$ cat config.mk
export PLATFORM = sky130hd
export DESIGN_NAME = spec_store_buf
export DESIGN_NICKNAME = d
export VERILOG_FILES = /design/src/rtl/ssb_pkg.sv /design/src/rtl/ssb_ctrl.sv /design/src/rtl/ssb_dpath.sv /design/src/rtl/spec_store_buf.sv
export SDC_FILE = /design/constraint.sdc
export NUM_CORES = 2
export LEC_CHECK = 0
export BUFFER_PORTS_ARGS = -buffer_cell sky130_fd_sc_hd__buf_2
export CORE_ASPECT_RATIO = 0.7
export CORE_MARGIN = 4
export CORE_UTILIZATION = 45
export DETAILED_ROUTE_END_ITERATION = 7
export MAX_ROUTING_LAYER = met4
export SLEW_MARGIN = 20
export SYNTH_ARGS = -nofsm -noshare
export SYNTH_HDL_FRONTEND = slang
export SYNTH_HIERARCHICAL = 1
export SYNTH_SLANG_ARGS = --single-unit
$ cat constraint.sdc
create_clock -name clk -period 18 [get_ports clk]
set_input_delay 2.7 -clock clk [delete_from_list [all_inputs] [get_ports clk]]
set_output_delay 2.7 -clock clk [all_outputs]
set_load 0.1 [all_outputs]
$ cat src/rtl/ssb_pkg.sv
package ssb_pkg;

  typedef enum logic [1:0] {
    OP_ALLOC   = 2'd0,
    OP_TDATA   = 2'd1,
    OP_RSTORE  = 2'd2,
    OP_RELEASE = 2'd3
  } opKind_e;

  typedef struct packed {
    logic valid;
    logic isTarget;
    logic isLocal;
    logic dataValid;
    logic released;
  } entryFlags_t;

  typedef struct packed {
    logic locAlloc;
    logic locFill;
    logic locStore;
    logic locRel;
    logic fwdAlloc;
    logic fwdFill;
    logic fwdRel;
    logic drainLoad;
    logic drainPop;
    logic clearAll;
  } ctrlStrobe_t;

endpackage

$ cat src/rtl/ssb_ctrl.sv
module ssb_ctrl
  import ssb_pkg::*;
(
  input  logic        clk,
  input  logic        rstN,
  input  logic        cmdValid,
  input  logic [1:0]  cmdOp,
  input  logic        fwdInValid,
  input  logic [1:0]  fwdInKind,
  input  logic        wbStart,
  input  logic        kill,
  input  logic        drainEmpty,
  output ctrlStrobe_t st,
  output logic        wbDone
);

  typedef enum logic {S_IDLE, S_DRAIN} state_e;
  state_e state, stateNext;
  logic   acceptCmd;

  always_comb begin
    st        = '0;
    wbDone    = 1'b0;
    stateNext = state;
    acceptCmd = !kill && (state == S_IDLE) && !wbStart;

    st.locAlloc = acceptCmd && cmdValid && (cmdOp == OP_ALLOC);
    st.locFill  = acceptCmd && cmdValid && (cmdOp == OP_TDATA);
    st.locStore = acceptCmd && cmdValid && (cmdOp == OP_RSTORE);
    st.locRel   = acceptCmd && cmdValid && (cmdOp == OP_RELEASE);
    st.fwdAlloc = acceptCmd && fwdInValid && (fwdInKind == OP_ALLOC);
    st.fwdFill  = acceptCmd && fwdInValid && (fwdInKind == OP_TDATA);
    st.fwdRel   = acceptCmd && fwdInValid && (fwdInKind == OP_RELEASE);

    if (kill) begin
      st.clearAll = 1'b1;
      stateNext   = S_IDLE;
    end else if (state == S_IDLE && wbStart) begin
      st.drainLoad = 1'b1;
      stateNext    = S_DRAIN;
    end else if (state == S_DRAIN) begin
      if (drainEmpty) begin
        wbDone      = 1'b1;
        st.clearAll = 1'b1;
        stateNext   = S_IDLE;
      end else begin
        st.drainPop = 1'b1;
      end
    end
  end

  always_ff @(posedge clk) begin
    if (!rstN) state <= S_IDLE;
    else       state <= stateNext;
  end


  wb_done_pulse_chk: assert property (@(posedge clk) disable iff (!rstN)
    wbDone |=> !wbDone);


  wb_start_chk: assert property (@(posedge clk) disable iff (!rstN || kill)
    (wbStart && state == S_IDLE) |=> (st.drainPop || wbDone));

endmodule

$ cat src/rtl/ssb_dpath.sv
module ssb_dpath
  import ssb_pkg::*;
#(
  parameter int DEPTH  = 8,
  parameter int ADDR_W = 32,
  parameter int DATA_W = 32
) (
  input  logic              clk,
  input  logic              rstN,
  input  ctrlStrobe_t       st,
  input  logic [ADDR_W-1:0] cmdAddr,
  input  logic [DATA_W-1:0] cmdData,
  input  logic [ADDR_W-1:0] fwdInAddr,
  input  logic [DATA_W-1:0] fwdInData,
  input  logic              ldValid,
  input  logic [ADDR_W-1:0] ldAddr,
  output logic              ldHit,
  output logic              ldStall,
  output logic              ldMiss,
  output logic [DATA_W-1:0] ldData,
  output logic              full,
  output logic              drainEmpty,
  output logic              memWrValid,
  output logic [ADDR_W-1:0] memWrAddr,
  output logic [DATA_W-1:0] memWrData,
  output logic              fwdOutValid,
  output logic [1:0]        fwdOutKind,
  output logic [ADDR_W-1:0] fwdOutAddr,
  output logic [DATA_W-1:0] fwdOutData
);

  localparam int IW = (DEPTH > 1) ? $clog2(DEPTH) : 1;
  localparam int CW = $clog2(DEPTH + 1);
  localparam logic [CW-1:0] DEPTH_C = CW'(DEPTH);

  entryFlags_t       flags [DEPTH];
  logic [ADDR_W-1:0] addrQ [DEPTH];
  logic [DATA_W-1:0] dataQ [DEPTH];
  logic [CW-1:0]     count;
  logic [DEPTH-1:0]  drainMask;

  logic [DEPTH-1:0] locTgtHit, locRelHit, remTgtHit, remRelHit, ldElig, drainCand;

  for (genvar i = 0; i < DEPTH; i++) begin : g_match
    assign locTgtHit[i] = flags[i].valid && flags[i].isTarget && flags[i].isLocal
                          && (addrQ[i] == cmdAddr);
    assign locRelHit[i] = locTgtHit[i] && !flags[i].dataValid;
    assign remTgtHit[i] = flags[i].valid && flags[i].isTarget && !flags[i].isLocal
                          && (addrQ[i] == fwdInAddr);
    assign remRelHit[i] = remTgtHit[i] && !flags[i].dataValid;
    assign ldElig[i]    = flags[i].valid && (addrQ[i] == ldAddr)
                          && !(flags[i].released && !flags[i].dataValid);
    assign drainCand[i] = flags[i].valid && flags[i].isLocal && flags[i].dataValid;
  end

  function automatic logic [IW:0] pickNewest(input logic [DEPTH-1:0] v);
    logic [IW:0] r;
    r = '0;
    for (int k = 0; k < DEPTH; k++) if (v[k]) r = {1'b1, IW'(k)};
    return r;
  endfunction

  function automatic logic [IW:0] pickOldest(input logic [DEPTH-1:0] v);
    logic [IW:0] r;
    r = '0;
    for (int k = DEPTH - 1; k >= 0; k--) if (v[k]) r = {1'b1, IW'(k)};
    return r;
  endfunction

  logic          locFillAny, locRelAny, remFillAny, remRelAny, ldAny, drainAny;
  logic [IW-1:0] locFillIdx, locRelIdx, remFillIdx, remRelIdx, ldSel, drainIdx;

  assign {locFillAny, locFillIdx} = pickNewest(locTgtHit);
  assign {locRelAny,  locRelIdx}  = pickNewest(locRelHit);
  assign {remFillAny, remFillIdx} = pickNewest(remTgtHit);
  assign {remRelAny,  remRelIdx}  = pickNewest(remRelHit);
  assign {ldAny,      ldSel}      = pickNewest(ldElig);
  assign {drainAny,   drainIdx}   = pickOldest(drainMask);

  // slot allocation: forwarded record first, local command in the next slot
  logic          fwdNeed, fwdGets, locNeed, locGets;
  logic [CW-1:0] locSlotC;
  logic [IW-1:0] fwdSlot, locSlot;

  assign fwdNeed  = st.fwdAlloc || (st.fwdFill && !remFillAny);
  assign fwdGets  = fwdNeed && (count < DEPTH_C);
  assign locNeed  = st.locAlloc || st.locStore || (st.locFill && !locFillAny);
  assign locSlotC = count + CW'(fwdGets);
  assign locGets  = locNeed && (locSlotC < DEPTH_C);
  assign fwdSlot  = IW'(count);
  assign locSlot  = IW'(locSlotC);

  always_ff @(posedge clk) begin
    if (!rstN || st.clearAll) begin
      for (int k = 0; k < DEPTH; k++) flags[k] <= '0;
      count     <= '0;
      drainMask <= '0;
    end else begin
      if (st.locFill && locFillAny) begin
        flags[locFillIdx].dataValid <= 1'b1;
        flags[locFillIdx].released  <= 1'b0;
      end
      if (st.locRel && locRelAny) flags[locRelIdx].released <= 1'b1;
      if (st.fwdFill && remFillAny) begin
        flags[remFillIdx].dataValid <= 1'b1;
        flags[remFillIdx].released  <= 1'b0;
      end
      if (st.fwdRel && remRelAny) flags[remRelIdx].released <= 1'b1;
      if (fwdGets)
        flags[fwdSlot] <= '{valid: 1'b1, isTarget: 1'b1, isLocal: 1'b0,
                            dataValid: st.fwdFill, released: 1'b0};
      if (locGets)
        flags[locSlot] <= '{valid: 1'b1, isTarget: !st.locStore, isLocal: 1'b1,
                            dataValid: st.locFill || st.locStore, released: 1'b0};
      count <= count + CW'(fwdGets) + CW'(locGets);
      if (st.drainLoad)    drainMask <= drainCand;
      else if (st.drainPop) drainMask[drainIdx] <= 1'b0;
    end
  end

  always_ff @(posedge clk) begin
    if (st.locFill && locFillAny) dataQ[locFillIdx] <= cmdData;
    if (st.fwdFill && remFillAny) dataQ[remFillIdx] <= fwdInData;
    if (fwdGets) begin
      addrQ[fwdSlot] <= fwdInAddr;
      dataQ[fwdSlot] <= fwdInData;
    end
    if (locGets) begin
      addrQ[locSlot] <= cmdAddr;
      dataQ[locSlot] <= cmdData;
    end
  end

  always_ff @(posedge clk) begin
    if (!rstN) begin
      fwdOutValid <= 1'b0;
      fwdOutKind  <= 2'd0;
      fwdOutAddr  <= '0;
      fwdOutData  <= '0;
    end else begin
      fwdOutValid <= st.locAlloc || st.locFill || st.locRel;
      fwdOutKind  <= st.locAlloc ? OP_ALLOC : (st.locFill ? OP_TDATA : OP_RELEASE);
      fwdOutAddr  <= cmdAddr;
      fwdOutData  <= st.locFill ? cmdData : '0;
    end
  end

  assign ldHit      = ldValid && ldAny && flags[ldSel].dataValid;
  assign ldStall    = ldValid && ldAny && !flags[ldSel].dataValid;
  assign ldMiss     = ldValid && !ldAny;
  assign ldData     = ldHit ? dataQ[ldSel] : '0;
  assign full       = (count == DEPTH_C);
  assign drainEmpty = (drainMask == '0);
  assign memWrValid = st.drainPop && drainAny;
  assign memWrAddr  = addrQ[drainIdx];
  assign memWrData  = dataQ[drainIdx];


  count_bound_chk: assert property (@(posedge clk) disable iff (!rstN)
    count <= DEPTH_C);


  ld_onehot_chk: assert property (@(posedge clk) disable iff (!rstN)
    ldValid |-> ($countones({ldHit, ldStall, ldMiss}) == 1));


  clear_chk: assert property (@(posedge clk) disable iff (!rstN)
    st.clearAll |=> (count == '0 && drainEmpty));


  drain_src_chk: assert property (@(posedge clk) disable iff (!rstN)
    st.drainPop |-> (flags[drainIdx].valid && flags[drainIdx].isLocal
                     && flags[drainIdx].dataValid));


  fwd_out_fill_chk: assert property (@(posedge clk) disable iff (!rstN)
    st.locFill |=> (fwdOutValid && fwdOutKind == OP_TDATA));

endmodule

$ cat src/rtl/spec_store_buf.sv
module spec_store_buf
  import ssb_pkg::*;
#(
  parameter int DEPTH  = 8,
  parameter int ADDR_W = 32,
  parameter int DATA_W = 32
) (
  input  logic              clk,
  input  logic              rstN,
  input  logic              cmdValid,
  input  logic [1:0]        cmdOp,
  input  logic [ADDR_W-1:0] cmdAddr,
  input  logic [DATA_W-1:0] cmdData,
  input  logic              fwdInValid,
  input  logic [1:0]        fwdInKind,
  input  logic [ADDR_W-1:0] fwdInAddr,
  input  logic [DATA_W-1:0] fwdInData,
  output logic              fwdOutValid,
  output logic [1:0]        fwdOutKind,
  output logic [ADDR_W-1:0] fwdOutAddr,
  output logic [DATA_W-1:0] fwdOutData,
  input  logic              ldValid,
  input  logic [ADDR_W-1:0] ldAddr,
  output logic              ldHit,
  output logic              ldStall,
  output logic              ldMiss,
  output logic [DATA_W-1:0] ldData,
  output logic              full,
  input  logic              wbStart,
  input  logic              kill,
  output logic              memWrValid,
  output logic [ADDR_W-1:0] memWrAddr,
  output logic [DATA_W-1:0] memWrData,
  output logic              wbDone
);

  ctrlStrobe_t strobes;
  logic        drainEmpty;

  ssb_ctrl u_ctrl (
    .clk        (clk),
    .rstN       (rstN),
    .cmdValid   (cmdValid),
    .cmdOp      (cmdOp),
    .fwdInValid (fwdInValid),
    .fwdInKind  (fwdInKind),
    .wbStart    (wbStart),
    .kill       (kill),
    .drainEmpty (drainEmpty),
    .st         (strobes),
    .wbDone     (wbDone)
  );

  ssb_dpath #(.DEPTH(DEPTH), .ADDR_W(ADDR_W), .DATA_W(DATA_W)) u_dpath (
    .clk         (clk),
    .rstN        (rstN),
    .st          (strobes),
    .cmdAddr     (cmdAddr),
    .cmdData     (cmdData),
    .fwdInAddr   (fwdInAddr),
    .fwdInData   (fwdInData),
    .ldValid     (ldValid),
    .ldAddr      (ldAddr),
    .ldHit       (ldHit),
    .ldStall     (ldStall),
    .ldMiss      (ldMiss),
    .ldData      (ldData),
    .full        (full),
    .drainEmpty  (drainEmpty),
    .memWrValid  (memWrValid),
    .memWrAddr   (memWrAddr),
    .memWrData   (memWrData),
    .fwdOutValid (fwdOutValid),
    .fwdOutKind  (fwdOutKind),
    .fwdOutAddr  (fwdOutAddr),
    .fwdOutData  (fwdOutData)
  );


  no_stray_write_chk: assert property (@(posedge clk) disable iff (!rstN)
    memWrValid |-> !wbStart);

endmodule

* Yosys cells after proc, flatten, opt, wreduce, memory -nomap -nowiden
Memories as Yosys holds them, arrays and structs flattened. Cells that the tools add are included. Widths: inputs -> output; s select.
Storage, ports and cells: flip-flop bits (word level) 80, bits in writable memories 552, output and inout bits 169, memories 3
Cells by class: $add $sub $neg 2, order comparisons 4, eq/ne operators 33, multiplexer cells 114, bitwise operators 19, reduce and logical (&&, ||, !) cells 176
Memories:
- u_dpath.addrQ | depth 8, width 32, read ports 9, clocked after memory_dff 0, write ports 2, RTL line ssb_dpath.sv:37 | logic [ADDR_W-1:0] addrQ [DEPTH];
- u_dpath.dataQ | depth 8, width 32, read ports 2, clocked after memory_dff 0, write ports 2, RTL line ssb_dpath.sv:38 | logic [DATA_W-1:0] dataQ [DEPTH];
- u_dpath.flags | depth 8, width 5, read ports 9, clocked after memory_dff 0, write ports 8, RTL line ssb_dpath.sv:36 | entryFlags_t flags [DEPTH];
Operator list (number):
- $eq 32x32->1 | 24
- $mux 4 | 48
- $logic_and 1x1->1 | 122
- $mux 32 | 3
- $reduce_or 32->1 | 2
- $mux 1 | 36
- $mux 3 | 12
- $logic_not 1->1 | 32
- $mux 5 | 6
- $reduce_or 5->1 | 6
- $mux 8 | 2
- $mux 2 | 6
- $eq 3x3->1 | 3
- $add 4x1->4 | 2
- $and 1x1->1 | 8
- $and 8x8->8 | 1
- $logic_not 8->1 | 1
- $lt 4x4->1 const B | 2
- $not 8->8 | 1
- $logic_or 1x1->1 | 7
- $not 1->1 | 7
- $eq 2x2->1 const B | 3
- $eq 2x1->1 const B | 2
- $eq 4x4->1 const B | 1
- other kinds (8) | 11

* Depth between registers and ports, before layout
An unclocked memory read counts as a cell.
word-level depth 29, depth in mapped cells 20, mapped depth without buffers 16

* Hierarchy
Netlist, hierarchy kept.
By module, submodules not included:
- ssb_dpath | times used 1, cells each 4026, area an instance 43691.9 sq um, seq. area each 17917.2 sq um
- ssb_ctrl | times used 1, cells each 18, area an instance 152.6 sq um, seq. area each 20.0 sq um

* Worst setup path after synthesis
Ideal clock, no wire load.
path type input to output, start point input port ldAddr[13], end point output port ldStall, arrival time 6172 ps, data required time 15300 ps, slack 9128 ps, cell stages on the path 10, path buffers 1, path through buf_2 > xnor2_1 > nand2_1 > or4b_2 > nor4_1 > a21o_1 > mux2_2 > o21ai_1 > nand2_1 > nor2_1
Between the ends: longest elaborated chain between the ends 13
Ends and longest elaborated chain:
- from (decl) | RTL line spec_store_buf.sv:23 | input logic [ADDR_W-1:0] ldAddr,
- $eq 32x32->1 | RTL line ssb_dpath.sv:51 | assign ldElig[i] = flags[i].valid && (addrQ[i] == ldAddr)
- $logic_and 1x1->1 | RTL line ssb_dpath.sv:51
- $logic_and 1x1->1 | RTL line ssb_dpath.sv:52 | && !(flags[i].released && !flags[i].dataValid);
- $mux 4 (6 in a row) | RTL line ssb_dpath.sv:59 | for (int k = 0; k < DEPTH; k++) if (v[k]) r = {1'b1, IW'(k)};
- $mux 4 (*) | RTL line ssb_dpath.sv:59
- $mem_v2 8x5 / $mux 4 (equally long branches)
- $logic_not 1->1 / $logic_and 1x1->1 (equally long branches) | RTL line ssb_dpath.sv:149 | assign ldStall = ldValid && ldAny && !flags[ldSel].dataValid;
- $logic_and 1x1->1 (*) | RTL line ssb_dpath.sv:149
- to (decl) | RTL line spec_store_buf.sv:25 | output logic ldStall,
Every way passes the cells marked *; elsewhere a longest branch is shown, timed or not.

* Worst setup path in the final report
start point input port ldAddr[27], end point output port ldData[1]
Between the ends: longest elaborated chain between the ends 14
Ends and longest elaborated chain:
- $eq 32x32->1 | RTL line ssb_dpath.sv:51
- $logic_and 1x1->1 | RTL line ssb_dpath.sv:51
- $logic_and 1x1->1 | RTL line ssb_dpath.sv:52
- $mux 4 (7 in a row) | RTL line ssb_dpath.sv:59
- $mux 4 (*) | RTL line ssb_dpath.sv:59
- parallel branches: the longest is 2 deep, another holds $mem_v2 8x5
- $mux 32 (*) | RTL line ssb_dpath.sv:151 | assign ldData = ldHit ? dataQ[ldSel] : '0;
- to (decl) | RTL line spec_store_buf.sv:27 | output logic [DATA_W-1:0] ldData,
Every way passes the cells marked *.

==> impl_metrics.toml <==
[run_status]
status = "finished with violations"
violations = "design-rule violations"

[drt]
routedWlPerCell_um = 47.9
num_vias = 41195
first_pass_iters = 8
viasPerCell = 7.39
drc = 18
ant_nets = 0
drt_iter0_drc = 8268
routed_wl_um = 267000

[layout]
layout-drive-gt1-share_pct = 27.5
syn_to_final_growth_pct = 12.0
nNetsFinal = 4408

[clock_tree]
ctsResizeCount = 0
cts_max_level = 3
post_cts_buffers = 0
clk_path_buf_depth = 3
cts.sinks = 632
root_buffer = "clkbuf_16"
clk_latency_ns = 0.69
cts.clk_slew.worst_paths_ns = 0.06
cts_hold_buffers = 0
cts_tree = "done"
cts_buffers = 70

[worst_setup_path]
critPathSlowestCell = "nor3_1"
critPathTopFamily = "simple AND/OR/NAND/NOR gates"
worstPathRequired_ns = 15.30
end_kind = "output pin"
worst-path-max-fanout = 42
slowest_delay_ns = 0.86
path_class = "primary input to output pin"
path_buf_inv = 4
crit_path_start_kind = "primary input"
path_cells = "buf_2, xnor2_1, nor4bb_1, nand4_1, nor3_1, or2_2, or2_2, buf_4, o21ai_1, a21oi_4, buf_16, o21a_1, buf_2"
crit_arrival_ns = 7.83

[die]
initial_core_util_pct = 45.5
core_area_sq_um = 96300
dieArea_sq_um = 103000
placementRows = 95
io-pin-count = 340
chipHeight_um = 269
die_x_um = 381

[yosys]
synth_adder_area_share_pct = 0.114
synth_edf_count = 528
synth.most_common_cell = "edfxtp_1"
synth-seq-cells = 632
synth.top_cell.area_share_pct = 36.2
syn_inst = 4044
synthTopCellsByArea = "edfxtp_1 36%, mux2_2 12%, xnor2_1 8.5%, xor2_1 7.0%, dfxtp_1 4.7%"
synthXorXnorAreaFrac_pct = 15.4
yosys-mux-area-fraction_pct = 16.2
synth_compound_area_share_pct = 9.06
syn_avg_cell_area_sq_um = 10.8
synth_nets = 4219
synth_top_family_by_area = "multiplexers"
async_reset_ff_share_pct = 0
ys.flop_type = "edfxtp_1"
yosysUniqueCellTypes = 95
synth_top_cell_by_area = "edfxtp_1"
yosysSeqAreaShare_pct = 40.9
synth_simple_gate_area_share_pct = 13.7
synth_warnings = 6
synth_area_sq_um = 43800
yosys-top-cells-count = "528 x edfxtp_1, 476 x mux2_2, 424 x xnor2_1"

[job]
cap_violations = 0

[timing]
timing.fmax_mhz = 94.9
period_share_pct = 58.5
setup_viol = 0
fin_skew_ns = 0.0334
tns_ns = 0
fin_crit_ns = 10.53
rsz0062_at_grt = "false"
drv_slew = 0
hold_ws_ns = 0.472
hold_viol = 0
slew_headroom_pct = 6.02
tightest_slew_ns = 1.40

[global_route]
top_usage_layer = "met1"
grt_pass1_wl_um = 347000
grt_max_degree = 68
grt_use_total_pct = 51.4
grtUsageMet2_pct = 60.5
use_met1_pct = 71.9
antenna_found_initial = 23
grt-ovfl-total = 0
globalRouteMet3Util_pct = 31.2
first_global_vias = 36560

[power]
power_density_nw_per_um2 = 77.1
ir_drop_mv = 0.0899
p_leak_nw = 17.1

[placed_design]
hpwl_um = 189000
port_buffers = 339
gp_congestion = 1.15

[min_path]
hold_path_class = "flop to flop"
## cell families (layout without fill, tap and decap cells)
group	count (synthesis)	after routing
AO/OA/AOI/OAI	509	509
multiplexers	635	635
other	0	23
flip-flops	632	632
XOR/XNOR	773	773
AND/OR/NAND/NOR	1087	1087
adder cells (fa/ha/maj)	4	4
buffers and inverters	404	649
## final cells by class
class / count / area (sq um)
Timing Repair Buffer: 480 / 2800
Clock buffer: 85 / 1840
Inverter: 41 / 154
Antenna cell: 23 / 57.6
Tap cell: 1261 / 1580
Sequential cell: 632 / 17900
Fill cell: 8701 / 47200
Clock inverter: 43 / 592
Multi-Input combinational cell: 3008 / 24200
## state kept, by name, indices dropped and copies added, names as in the netlist
register and count:
u_dpath/fwdOutValid 1, u_dpath/fwdOutAddr 32, u_dpath/fwdOutKind 2, u_dpath/drainMask 8, u_dpath/dataQ 256, u_dpath/addrQ 256
u_dpath/count 4, u_dpath/flags 40, u_dpath/fwdOutData 32, u_ctrl/state 1
## worst register-to-register path, delay by kind of cell (launching register included)
kind / cells / cell delay (ns)
simple gates: 7 / 3.08
fa+ha+maj: 2 / 0.44
buf+inv: 5 / 1.59
xor+xnor: 2 / 1.41
compound gates: 2 / 0.34
flops: 1 / 0.74
## report_power, final
group | switching, mW | internal, mW
Combinational | 0.421 | 0.151
Sequential | 0.0217 | 1.60
Clock | 0.681 | 0.910
Total | 1.12 | 2.66
## stage by stage
step	setup WS, ns	instance area (sq um)	instances	util [%]	power [mW]
floorplan	9.13	43800	4044	-	1.96
global placement	7.49	46500	5419	48.3	2.18
detailed placement	7.48	46500	5419	48.3	2.18
CTS	7.47	49000	5547	50.8	3.75
global route	7.50	49100	5570	51.0	3.84
finish	7.47	49100	5573	51.0	3.79
## path summary, 6_finish.rpt
check | startpoint | end | slack, ns | depth (start not counted)
worst max register to register | u_dpath/addrQ[1][2]$_DFFE_PP_ | u_dpath/dataQ[0][15]$_DFFE_PP_ | 9.92 | 18
worst max-delay path | ldAddr[27] | ldData[1] | 7.47 | 13
worst min-delay path | u_dpath/flags[7][0]$_SDFF_PP0_ | u_dpath/flags[7][0]$_SDFF_PP0_ | 0.47 | 2
worst min register to register | u_dpath/flags[7][0]$_SDFF_PP0_ | u_dpath/flags[7][0]$_SDFF_PP0_ | 0.47 | 2
## per-layer routing
layer	routed length (um)	vias to the layer above	part of all wire, %
met5	0	-	0
met1	110000	20576	41
li1	-	15564	-
met4	9070	0	3.4
met2	94500	4458	35
met3	53600	597	20
## placed cells by master, fill, tap and decap left out, types with 12 or more instances in the layout
master	Yosys	layout
nor2_1	126	116
nand2b_1	23	22
nor4b_1	14	14
a21oi_1	71	71
a221oi_1	120	120
buf_2	197	339
edfxtp_1	528	528
clkinv_1	0	13
a311oi_1	22	21
nand2_1	258	252
o21a_1	39	39
inv_1	38	33
a22oi_1	12	12
buf_4	18	138
o21ai_0	33	32
nand4b_1	14	14
mux2_2	476	476
nor3_1	73	72
nor4_1	131	127
xnor2_1	424	419
clkbuf_16	0	71
o31ai_1	33	33
nand4_1	153	153
xor2_1	349	348
or4_1	27	27
diode_2	0	23
bufinv_16	0	12
and2_1	42	42
mux2_4	31	31
nand3b_1	47	47
clkbuf_1	107	13
nand3_1	65	65
clkinv_2	0	13
mux2i_1	120	120
dfxtp_1	104	104
and3_1	40	39
a22o_1	56	56
o221ai_1	54	54
No activity file was read; power rests on OpenSTA's default activity.
